==> src/rtl/cpm_pkg.sv <==
package cpm_pkg;

    typedef enum logic [2:0] {
        PS_INIT,
        PS_HOST,
        PS_ON,
        PS_PROBE,
        PS_OFF_SHORT,
        PS_OFF_LONG
    } port_state_t;

    typedef enum logic [1:0] {
        STAT_POWERED = 2'b00,
        STAT_SHORT   = 2'b01,
        STAT_LONG    = 2'b10,
        STAT_HOST    = 2'b11
    } port_stat_t;

    typedef enum logic {
        CFG_WAIT,
        CFG_RUN
    } cfg_state_t;

endpackage

==> src/rtl/cpm_cfg_ctl.sv <==
module cpm_cfg_ctl
    import cpm_pkg::*;
#(
    parameter int INIT_MS = 4
) (
    input  logic clk,
    input  logic rst_n,
    input  logic tick,
    output logic cfg_load,
    output logic cfg_done
);

    localparam int CW = $clog2(INIT_MS + 1);

    cfg_state_t       state_q, state_d;
    logic [CW-1:0]    cnt_q;
    logic             last_tick;

    assign last_tick = tick && (cnt_q == CW'(INIT_MS - 1));

    // next-state
    always_comb begin
        state_d = state_q;
        unique case (state_q)
            CFG_WAIT: if (last_tick) state_d = CFG_RUN;
            CFG_RUN:  state_d = CFG_RUN;
            default:  state_d = CFG_WAIT;
        endcase
    end

    // state register
    always_ff @(posedge clk or negedge rst_n) begin
        if (!rst_n) begin
            state_q <= CFG_WAIT;
            cnt_q   <= '0;
        end else begin
            state_q <= state_d;
            if (state_q == CFG_WAIT && tick)
                cnt_q <= cnt_q + 1'b1;
        end
    end

    // outputs
    always_comb begin
        cfg_load = (state_q == CFG_WAIT) && (state_d == CFG_RUN);
        cfg_done = (state_q == CFG_RUN);
    end

    // configuration, once done, stays done until reset
    p_cfg_sticky_r2: assert property (@(posedge clk) disable iff (!rst_n)
        cfg_done |=> cfg_done);

    // the load pulse happens exactly once, right before done rises
    p_load_then_done_r2: assert property (@(posedge clk) disable iff (!rst_n)
        cfg_load |=> (cfg_done && !cfg_load));

endmodule

==> src/rtl/cpm_sync_deb.sv <==
module cpm_sync_deb #(
    parameter int DEB_MS = 8
) (
    input  logic clk,
    input  logic rst_n,
    input  logic tick,
    input  logic ocs_n,
    output logic flt_raw,
    output logic flt_deb
);

    localparam int CW = $clog2(DEB_MS + 1);

    logic [1:0]    sync_q;
    logic [CW-1:0] cnt_q;

    always_ff @(posedge clk or negedge rst_n) begin
        if (!rst_n) begin
            sync_q <= '0;
            cnt_q  <= '0;
        end else begin
            sync_q <= {sync_q[0], ~ocs_n};
            if (!sync_q[1])
                cnt_q <= '0;
            else if (tick && cnt_q != CW'(DEB_MS))
                cnt_q <= cnt_q + 1'b1;
        end
    end

    assign flt_raw = sync_q[1];
    assign flt_deb = (cnt_q == CW'(DEB_MS));

    // a clean synchronised sample removes the recognised fault next cycle
    p_deb_clear_r3: assert property (@(posedge clk) disable iff (!rst_n)
        !flt_raw |=> !flt_deb);

endmodule

==> src/rtl/cpm_port_fsm.sv <==
module cpm_port_fsm
    import cpm_pkg::*;
#(
    parameter int SHORT_OFF_MS = 1000,
    parameter int LONG_OFF_MS  = 10000,
    parameter int PRESENT_MS   = 10,
    parameter int CLEAN_MS     = 1000,
    parameter int SHORT_TRIES  = 3
) (
    input  logic       clk,
    input  logic       rst_n,
    input  logic       tick,
    input  logic       cfg_load,
    input  logic       cfg_dcp,
    input  logic       flt_deb,
    input  logic       flt_raw,
    input  logic       host_req,
    output logic       pwr_en,
    output logic [1:0] status
);

    localparam int MAX_A = (LONG_OFF_MS > SHORT_OFF_MS) ? LONG_OFF_MS : SHORT_OFF_MS;
    localparam int MAX_B = (CLEAN_MS > PRESENT_MS) ? CLEAN_MS : PRESENT_MS;
    localparam int TMAX  = (MAX_A > MAX_B) ? MAX_A : MAX_B;
    localparam int TW    = $clog2(TMAX + 1);
    localparam int AW    = $clog2(SHORT_TRIES + 1);

    port_state_t   state_q, state_d;
    logic [TW-1:0] tmr_q;
    logic [AW-1:0] att_q;
    port_state_t   off_pick;

    assign off_pick = (att_q < AW'(SHORT_TRIES)) ? PS_OFF_SHORT : PS_OFF_LONG;

    // next-state
    always_comb begin
        state_d = state_q;
        unique case (state_q)
            PS_INIT:      if (cfg_load) state_d = cfg_dcp ? PS_ON : PS_HOST;
            PS_HOST:      state_d = PS_HOST;
            PS_ON:        if (flt_deb) state_d = off_pick;
            PS_PROBE: begin
                if (flt_raw)
                    state_d = off_pick;
                else if (tick && tmr_q == TW'(PRESENT_MS - 1))
                    state_d = PS_ON;
            end
            PS_OFF_SHORT: if (tick && tmr_q == TW'(SHORT_OFF_MS - 1)) state_d = PS_PROBE;
            PS_OFF_LONG:  if (tick && tmr_q == TW'(LONG_OFF_MS - 1))  state_d = PS_PROBE;
            default:      state_d = PS_INIT;
        endcase
    end

    // state register, timer and attempt count
    always_ff @(posedge clk or negedge rst_n) begin
        if (!rst_n) begin
            state_q <= PS_INIT;
            tmr_q   <= '0;
            att_q   <= '0;
        end else begin
            state_q <= state_d;
            if (state_d != state_q)
                tmr_q <= '0;
            else if (tick && tmr_q != TW'(TMAX))
                tmr_q <= tmr_q + 1'b1;
            if (state_q != PS_OFF_SHORT && state_d == PS_OFF_SHORT)
                att_q <= att_q + 1'b1;
            else if (state_q == PS_ON && state_d == PS_ON && tmr_q >= TW'(CLEAN_MS))
                att_q <= '0;
        end
    end

    // outputs
    always_comb begin
        pwr_en = 1'b0;
        status = STAT_POWERED;
        unique case (state_q)
            PS_INIT:      begin pwr_en = 1'b0;                 status = STAT_POWERED; end
            PS_HOST:      begin pwr_en = host_req && !flt_deb; status = STAT_HOST;    end
            PS_ON:        begin pwr_en = 1'b1;                 status = STAT_POWERED; end
            PS_PROBE:     begin pwr_en = 1'b1;                 status = STAT_POWERED; end
            PS_OFF_SHORT: begin pwr_en = 1'b0;                 status = STAT_SHORT;   end
            PS_OFF_LONG:  begin pwr_en = 1'b0;                 status = STAT_LONG;    end
            default:      begin pwr_en = 1'b0;                 status = STAT_POWERED; end
        endcase
    end

    // host-controlled mode is terminal
    p_mode_fixed_r10: assert property (@(posedge clk) disable iff (!rst_n)
        (state_q == PS_HOST) |=> (state_q == PS_HOST));

    // a recognised fault on a powered port removes power next cycle
    p_fault_drops_r3: assert property (@(posedge clk) disable iff (!rst_n)
        (state_q == PS_ON && flt_deb) |=> !pwr_en);

    // attempt count never exceeds the short-try limit
    p_short_limit_r6: assert property (@(posedge clk) disable iff (!rst_n)
        att_q <= AW'(SHORT_TRIES));

    // a long off period starts only after all short attempts are used
    p_long_after_tries_r7: assert property (@(posedge clk) disable iff (!rst_n)
        (state_q != PS_OFF_LONG && state_d == PS_OFF_LONG) |-> (att_q == AW'(SHORT_TRIES)));

    // an off period always ends in a probe, never directly in power-on
    p_off_to_probe_r5: assert property (@(posedge clk) disable iff (!rst_n)
        (state_q == PS_OFF_SHORT && state_d != PS_OFF_SHORT) |-> (state_d == PS_PROBE));

endmodule

==> src/rtl/chgport_retry_mgr.sv <==
module chgport_retry_mgr
    import cpm_pkg::*;
#(
    parameter int NUM_PORTS    = 2,
    parameter int INIT_MS      = 4,
    parameter int DEB_MS       = 8,
    parameter int PRESENT_MS   = 10,
    parameter int SHORT_OFF_MS = 1000,
    parameter int LONG_OFF_MS  = 10000,
    parameter int CLEAN_MS     = 1000,
    parameter int SHORT_TRIES  = 3
) (
    input  logic                   clk,
    input  logic                   rst_n,
    input  logic                   tick_1ms,
    input  logic [NUM_PORTS-1:0]   ocs_n,
    input  logic [NUM_PORTS:1]     chg_en,
    input  logic                   host_link,
    input  logic                   gang_mode,
    input  logic [NUM_PORTS-1:0]   host_req,
    output logic [NUM_PORTS-1:0]   port_pwr_en,
    output logic [2*NUM_PORTS-1:0] port_status,
    output logic                   cfg_done
);

    logic                 cfg_load;
    logic [NUM_PORTS-1:0] deb_v;
    logic [NUM_PORTS-1:0] raw_v;
    logic                 deb_any;
    logic                 raw_any;

    cpm_cfg_ctl #(.INIT_MS(INIT_MS)) u_cfg (
        .clk      (clk),
        .rst_n    (rst_n),
        .tick     (tick_1ms),
        .cfg_load (cfg_load),
        .cfg_done (cfg_done)
    );

    assign deb_any = |deb_v;
    assign raw_any = |raw_v;

    for (genvar p = 0; p < NUM_PORTS; p++) begin : g_port
        logic sel_deb, sel_raw, is_dcp;
        logic [1:0] st;

        cpm_sync_deb #(.DEB_MS(DEB_MS)) u_deb (
            .clk     (clk),
            .rst_n   (rst_n),
            .tick    (tick_1ms),
            .ocs_n   (ocs_n[p]),
            .flt_raw (raw_v[p]),
            .flt_deb (deb_v[p])
        );

        assign sel_deb = gang_mode ? deb_any : deb_v[p];
        assign sel_raw = gang_mode ? raw_any : raw_v[p];
        assign is_dcp  = chg_en[p+1] && !host_link;

        cpm_port_fsm #(
            .SHORT_OFF_MS (SHORT_OFF_MS),
            .LONG_OFF_MS  (LONG_OFF_MS),
            .PRESENT_MS   (PRESENT_MS),
            .CLEAN_MS     (CLEAN_MS),
            .SHORT_TRIES  (SHORT_TRIES)
        ) u_fsm (
            .clk      (clk),
            .rst_n    (rst_n),
            .tick     (tick_1ms),
            .cfg_load (cfg_load),
            .cfg_dcp  (is_dcp),
            .flt_deb  (sel_deb),
            .flt_raw  (sel_raw),
            .host_req (host_req[p]),
            .pwr_en   (port_pwr_en[p]),
            .status   (st)
        );

        assign port_status[2*p +: 2] = st;
    end

    // no port is powered before configuration completes
    p_pwr_init_r2: assert property (@(posedge clk) disable iff (!rst_n)
        !cfg_done |-> (port_pwr_en == '0));

endmodule

==> config.mk <==
export PLATFORM = sky130hd
export DESIGN_NAME = chgport_retry_mgr
export DESIGN_NICKNAME = d
export VERILOG_FILES = /design/src/rtl/cpm_pkg.sv /design/src/rtl/cpm_cfg_ctl.sv /design/src/rtl/cpm_sync_deb.sv /design/src/rtl/cpm_port_fsm.sv /design/src/rtl/chgport_retry_mgr.sv
export SDC_FILE = /design/constraint.sdc
export NUM_CORES = 1
export LEC_CHECK = 0
export BUFFER_PORTS_ARGS = -buffer_cell sky130_fd_sc_hd__buf_2
export CAP_MARGIN = 20
export CORE_MARGIN = 3
export CORE_UTILIZATION = 53
export CTS_BUF_LIST = sky130_fd_sc_hd__clkbuf_4 sky130_fd_sc_hd__clkbuf_8
export DETAILED_ROUTE_END_ITERATION = 12
export PLACE_DENSITY = 0.73
export SETUP_SLACK_MARGIN = 0.15
export SLEW_MARGIN = 30
export SYNTH_ARGS = -nofsm -noshare
export SYNTH_HDL_FRONTEND = slang
export SYNTH_HIERARCHICAL = 1
export SYNTH_SLANG_ARGS = --single-unit
==> constraint.sdc <==
create_clock -name clk -period 2.2 [get_ports clk]
set_input_delay 0.44 -clock clk [delete_from_list [all_inputs] [get_ports clk]]
set_output_delay 0.44 -clock clk [all_outputs]
set_load 0.05 [all_outputs]
==> implementation parameters <==
Parameter                              Value

Place
  RD Place Congestion ... 0.870
  Sum of net half-perimeters after detailed placement ... 5.32 mm
  Number of cells after detailed placement ... 459
  Number of buffers added on ports ... 17

Die
  Die Area ... 0.00743 mm²
  Initial Utilization ... 56.3%
  Placement Rows ... 28
  Vertical extent of the die ... 86.2 µm
  IO Count ... 18
  Horizontal die dimension ... 86.2 µm
  Core Box Area ... 0.00606 mm²

GRT
  Number of antenna violations at the first check in global routing ... 0
  Gr usage total ... 22.2%
  Total global routing overflow ... 0
  Largest net degree at the start of global routing ... 35
  Vias in the first global route ... 2,887
  First-pass GRT wire length ... 13.3 mm

Timing
  Final worst path period need ... 2.22 ns
  # setup viols final ... 12
  Slew at the pin with the worst max-slew slack ... 0.541 ns
  Worst hold slack ... 0.0729 ns
  Portion of the clock cycle consumed by the worst path in the final layout ... 101%
  Hold violation count in the final report ... 0
  PnR worst setup slack ... -0.0206 ns
  Setup repair after global routing missed its margin ... true
  Worst-case clock skew ... 0.00701 ns
  Fmax ... 450 MHz
  Max-Slew Margin vs Limit ... 63.7%
  Pins over their slew limit ... 0

Route
  Via density per instance ... 6.24
  Remaining antenna violation count after routing ... 0
  Drt drc ... 0
  Final WL ... 9.88 mm
  Router iterations before antenna repair ... 4
  Average detailed-routed wire length per instance ... 20.1 µm
  Iteration-0 DRC Markers ... 169
  Via count ... 3,065

Power and ir drop
  Net Sw Frac ... 34.4%
  Power density over the cells ... 676 mW/mm²
  Cell internal pwr ... 0.00212 W
  Gate power share ... 37.0%
  Max IR drop VDD ... 0.812 mV
  Clock share of power ... 21.9%
  Sequential Power Share ... 41.1%
  Static leakage power ... 2.03 nW
  Net switching power ... 0.00111 W

Synth
  Adder-Cell Fraction of Synth Area ... 5.14%
  Post-synth top flop ... sky130_fd_sc_hd__dfrtp_1
  Post-Syn Nets ... 375
  Average cell area after synthesis ... 9.75 µm²
  Synth Register Bits ... 54
  Post-synthesis cell area ... 0.00341 mm²
  Simple-Gate Fraction of Synth Area ... 29.2%
  Async set-or-reset flop fraction in the synthesized netlist ... 100%
  Post-synthesis compound-gate area fraction ... 9.54%
  Total number of yosys warnings ... 6
  Share of the yosys chip area belonging to registers ... 39.6%
  Main combinational cell family by area after synthesis ... simple AND/OR/NAND/NOR gates
  Cell count after synthesis ... 350
  Post-synth EDFFs ... 0
  Share of cell area taken by muxes after synthesis ... 3.08%
  Count of cell types in the netlist ... 50
  XOR/XNOR Fraction of Synth Area ... 7.45%

Setup path
  FF-to-FF End ... g_port[0].u_fsm/tmr_q[10]
  Start of the worst register-to-register path ... g_port[0].u_deb/cnt_q[0]
  Capturing element type of the critical path ... flip-flop
  Data arrival at the endpoint of the critical path ... 2.45 ns
  Worst Setup Path Type ... reg2reg
  Worst-case reg-to-reg path depth ... 12
  Worst-case register-to-register setup slack ... -0.02 ns
  Startpoint Class ... flip-flop
  Data required, critical path ... 2.42 ns
  Maximum fanout along the worst path ... 7

Layout
  Number of nets in the layout ... 440
  Layout overhead on the synthesized area ... 40.0%
  Layout cells sized above 1 ... 38.7%
  Antenna cells ... 0
  Final cell count without fillers ... 491

Clock tree
  TritonCTS clock tree ... yes
  Clock net sink count ... 54
  CTS Buffer Depth ... 2
  Clock Tree Root ... sky130_fd_sc_hd__clkbuf_8
  Number of levels in the clock H-tree ... 2
  Number of buffers created by CTS ... 5
  Clock-pin slew reported for the worst setup and hold paths after clock tree synthesis ... 0.10 ns
  Worst-skew pair later-pin latency ... 0.31 ns

Outcome
  Result of the run ... complete, but fails checks
  Failing checks ... negative setup slack

Hold path
  Class of the most critical hold timing path ... in2async

Run
  Max Cap Violations ... 0
how the worst max path moves through the flow:
stage	startpoint	to	slack (ns)
after floorplan	g_port[1].u_fsm/state_q[0]	g_port[1].u_fsm/tmr_q[10]	0.12
after global placement	g_port[0].u_deb/cnt_q[0]	g_port[1].u_fsm/tmr_q[2]	0.04
after detailed placement	g_port[0].u_deb/cnt_q[0]	g_port[1].u_fsm/tmr_q[13]	-0.1
after CTS	g_port[0].u_deb/cnt_q[1]	port_pwr_en[1]	0.004
after global routing	u_cfg/cnt_q[0]	g_port[0].u_fsm/tmr_q[10]	-0.12
final	g_port[0].u_deb/cnt_q[0]	g_port[0].u_fsm/tmr_q[10]	-0.02
sequential cells by signal, summed over array words and instances (netlist names):
register              flops
g_port.u_fsm/tmr_q       28
g_port.u_deb/cnt_q        8
g_port.u_fsm/state_q      6
g_port.u_deb/sync_q       4
g_port.u_fsm/att_q        4
u_cfg/cnt_q               3
u_cfg/cfg_done            1
layer usage:
metal	part of all wire [%]	GRT usage, %	vias up
li1	-	-	1407
met1	41	28.6	1507
met2	51	38.8	126
met3	5.6	3.61	25
met4	2.4	5.81	0
met5	0	0	-
power groups by stage:
stage / combinational (W) / clock (W) / sequential (W)
3_3_place_gp: 0.000859 / 0 / 0.00132
6_report: 0.00120 / 0.000706 / 0.00133
5_1_grt: 0.00130 / 0.000749 / 0.00135
2_1_floorplan: 0.000560 / 0 / 0.00136
4_1_cts: 0.000921 / 0.000708 / 0.00131
3_5_place_dp: 0.000892 / 0 / 0.00133
what timing repair did:
item | CTS | global route
gates cloned | 0 | 4
setup buffers | 7 | 13
pin swaps | 10 | 27
setup endpoints to repair | 34 | 34
hold buffers | 0 | 0
resized for setup | 18 | 70
cell families after synthesis:
| kind of cell | Yosys count |
|---|---|
| buffers and inverters | 41 |
| muxes | 10 |
| adders and majority gates | 14 |
| AOI/OAI and AO/OA | 44 |
| xor gates and xnor gates | 29 |
| and+or+nand+nor | 158 |
| DFF | 54 |
area by class of cell:
cell class              instances  area (µm²)
fillers                       329        1290
clock inverters                 1        30.0
repair buffers                 74         691
multi-input cells             255        2430
flip-flops and latches         54        1350
clock buffers                   7        83.8
well taps                      75        93.8
inverters                      25        93.8
cell usage after synthesis, types with 5 or more instances:
library cell               number  share of area (%)
sky130_fd_sc_hd__nor3_1         6               0.88
sky130_fd_sc_hd__ha_1          14                5.1
sky130_fd_sc_hd__dfrtp_1       54                 40
sky130_fd_sc_hd__or2_2          6                1.1
sky130_fd_sc_hd__mux2i_1        9                2.6
sky130_fd_sc_hd__nand4_1        8                1.5
sky130_fd_sc_hd__buf_6          6                2.0
sky130_fd_sc_hd__nor2_1        21                2.3
sky130_fd_sc_hd__nor2b_1        6                1.1
sky130_fd_sc_hd__a21oi_1        8                1.2
sky130_fd_sc_hd__and3_1         8                1.5
sky130_fd_sc_hd__xor2_1        15                3.9
sky130_fd_sc_hd__nand2_1       29                3.2
sky130_fd_sc_hd__nand4b_1       6                1.5
sky130_fd_sc_hd__nand2b_1       5               0.92
sky130_fd_sc_hd__nor4_1        28                5.1
sky130_fd_sc_hd__xnor2_1       14                3.6
sky130_fd_sc_hd__nand3_1        8                1.2
sky130_fd_sc_hd__a31oi_1        8                1.5
sky130_fd_sc_hd__inv_1         25                2.8
placed cells by master (no fill, tap or decap), types with 3 or more instances in the layout:
master / netlist / final
sky130_fd_sc_hd__dfrtp_1: 54 / 53
sky130_fd_sc_hd__buf_4: 0 / 44
sky130_fd_sc_hd__nand2_1: 29 / 29
sky130_fd_sc_hd__nor4_4: 2 / 25
sky130_fd_sc_hd__inv_1: 25 / 19
sky130_fd_sc_hd__nor2_1: 21 / 16
sky130_fd_sc_hd__xor2_1: 15 / 15
sky130_fd_sc_hd__buf_2: 4 / 15
sky130_fd_sc_hd__xnor2_1: 14 / 14
sky130_fd_sc_hd__ha_1: 14 / 10
sky130_fd_sc_hd__a21oi_1: 8 / 8
sky130_fd_sc_hd__nand4_1: 8 / 8
sky130_fd_sc_hd__nand3_1: 8 / 8
sky130_fd_sc_hd__mux2i_1: 9 / 7
sky130_fd_sc_hd__buf_12: 0 / 7
sky130_fd_sc_hd__inv_2: 0 / 6
sky130_fd_sc_hd__and3_1: 8 / 6
sky130_fd_sc_hd__nor3_1: 6 / 6
sky130_fd_sc_hd__or2_2: 6 / 6
sky130_fd_sc_hd__nand4b_1: 6 / 6
sky130_fd_sc_hd__clkbuf_8: 0 / 5
sky130_fd_sc_hd__nand2b_1: 5 / 5
sky130_fd_sc_hd__a31oi_1: 8 / 5
sky130_fd_sc_hd__nor4_2: 2 / 5
sky130_fd_sc_hd__a21o_1: 4 / 4
sky130_fd_sc_hd__nor2b_1: 6 / 4
sky130_fd_sc_hd__clkbuf_16: 0 / 4
sky130_fd_sc_hd__nor2_2: 0 / 4
sky130_fd_sc_hd__and4_1: 4 / 4
sky130_fd_sc_hd__buf_6: 6 / 4
sky130_fd_sc_hd__a31oi_2: 0 / 3
sky130_fd_sc_hd__a32oi_2: 2 / 3
critical path: stages (launching register included):
cell and delay (ns):
sky130_fd_sc_hd__dfrtp_1 0.38, sky130_fd_sc_hd__inv_2 0.06, sky130_fd_sc_hd__ha_4 0.16, sky130_fd_sc_hd__nand3b_4 0.08, sky130_fd_sc_hd__inv_2 0.04, sky130_fd_sc_hd__a21o_1 0.18
sky130_fd_sc_hd__buf_4 0.15, sky130_fd_sc_hd__mux2i_4 0.19, sky130_fd_sc_hd__buf_6 0.14, sky130_fd_sc_hd__a32oi_2 0.11, sky130_fd_sc_hd__buf_4 0.20, sky130_fd_sc_hd__clkbuf_16 0.17
sky130_fd_sc_hd__nor4_4 0.27
stage by stage:
step | power (W) | worst slack [ns] | util [%] | setup TNS (ns) | instance area (µm²)
4_1_cts | 0.00293 | 0.00383 | 67.2 | 0 | 4080
3_5_place_dp | 0.00222 | -0.0956 | 63.4 | -1.05 | 3840
5_1_grt | 0.00340 | -0.122 | 78.8 | -2.03 | 4770
6_report | 0.00323 | -0.0206 | 78.8 | -0.116 | 4770
2_1_floorplan | 0.00192 | 0.116 | - | 0 | 3460
3_3_place_gp | 0.00218 | 0.0445 | 63.4 | 0 | 3840
Note: power is estimated with default switching activity, not from simulation.
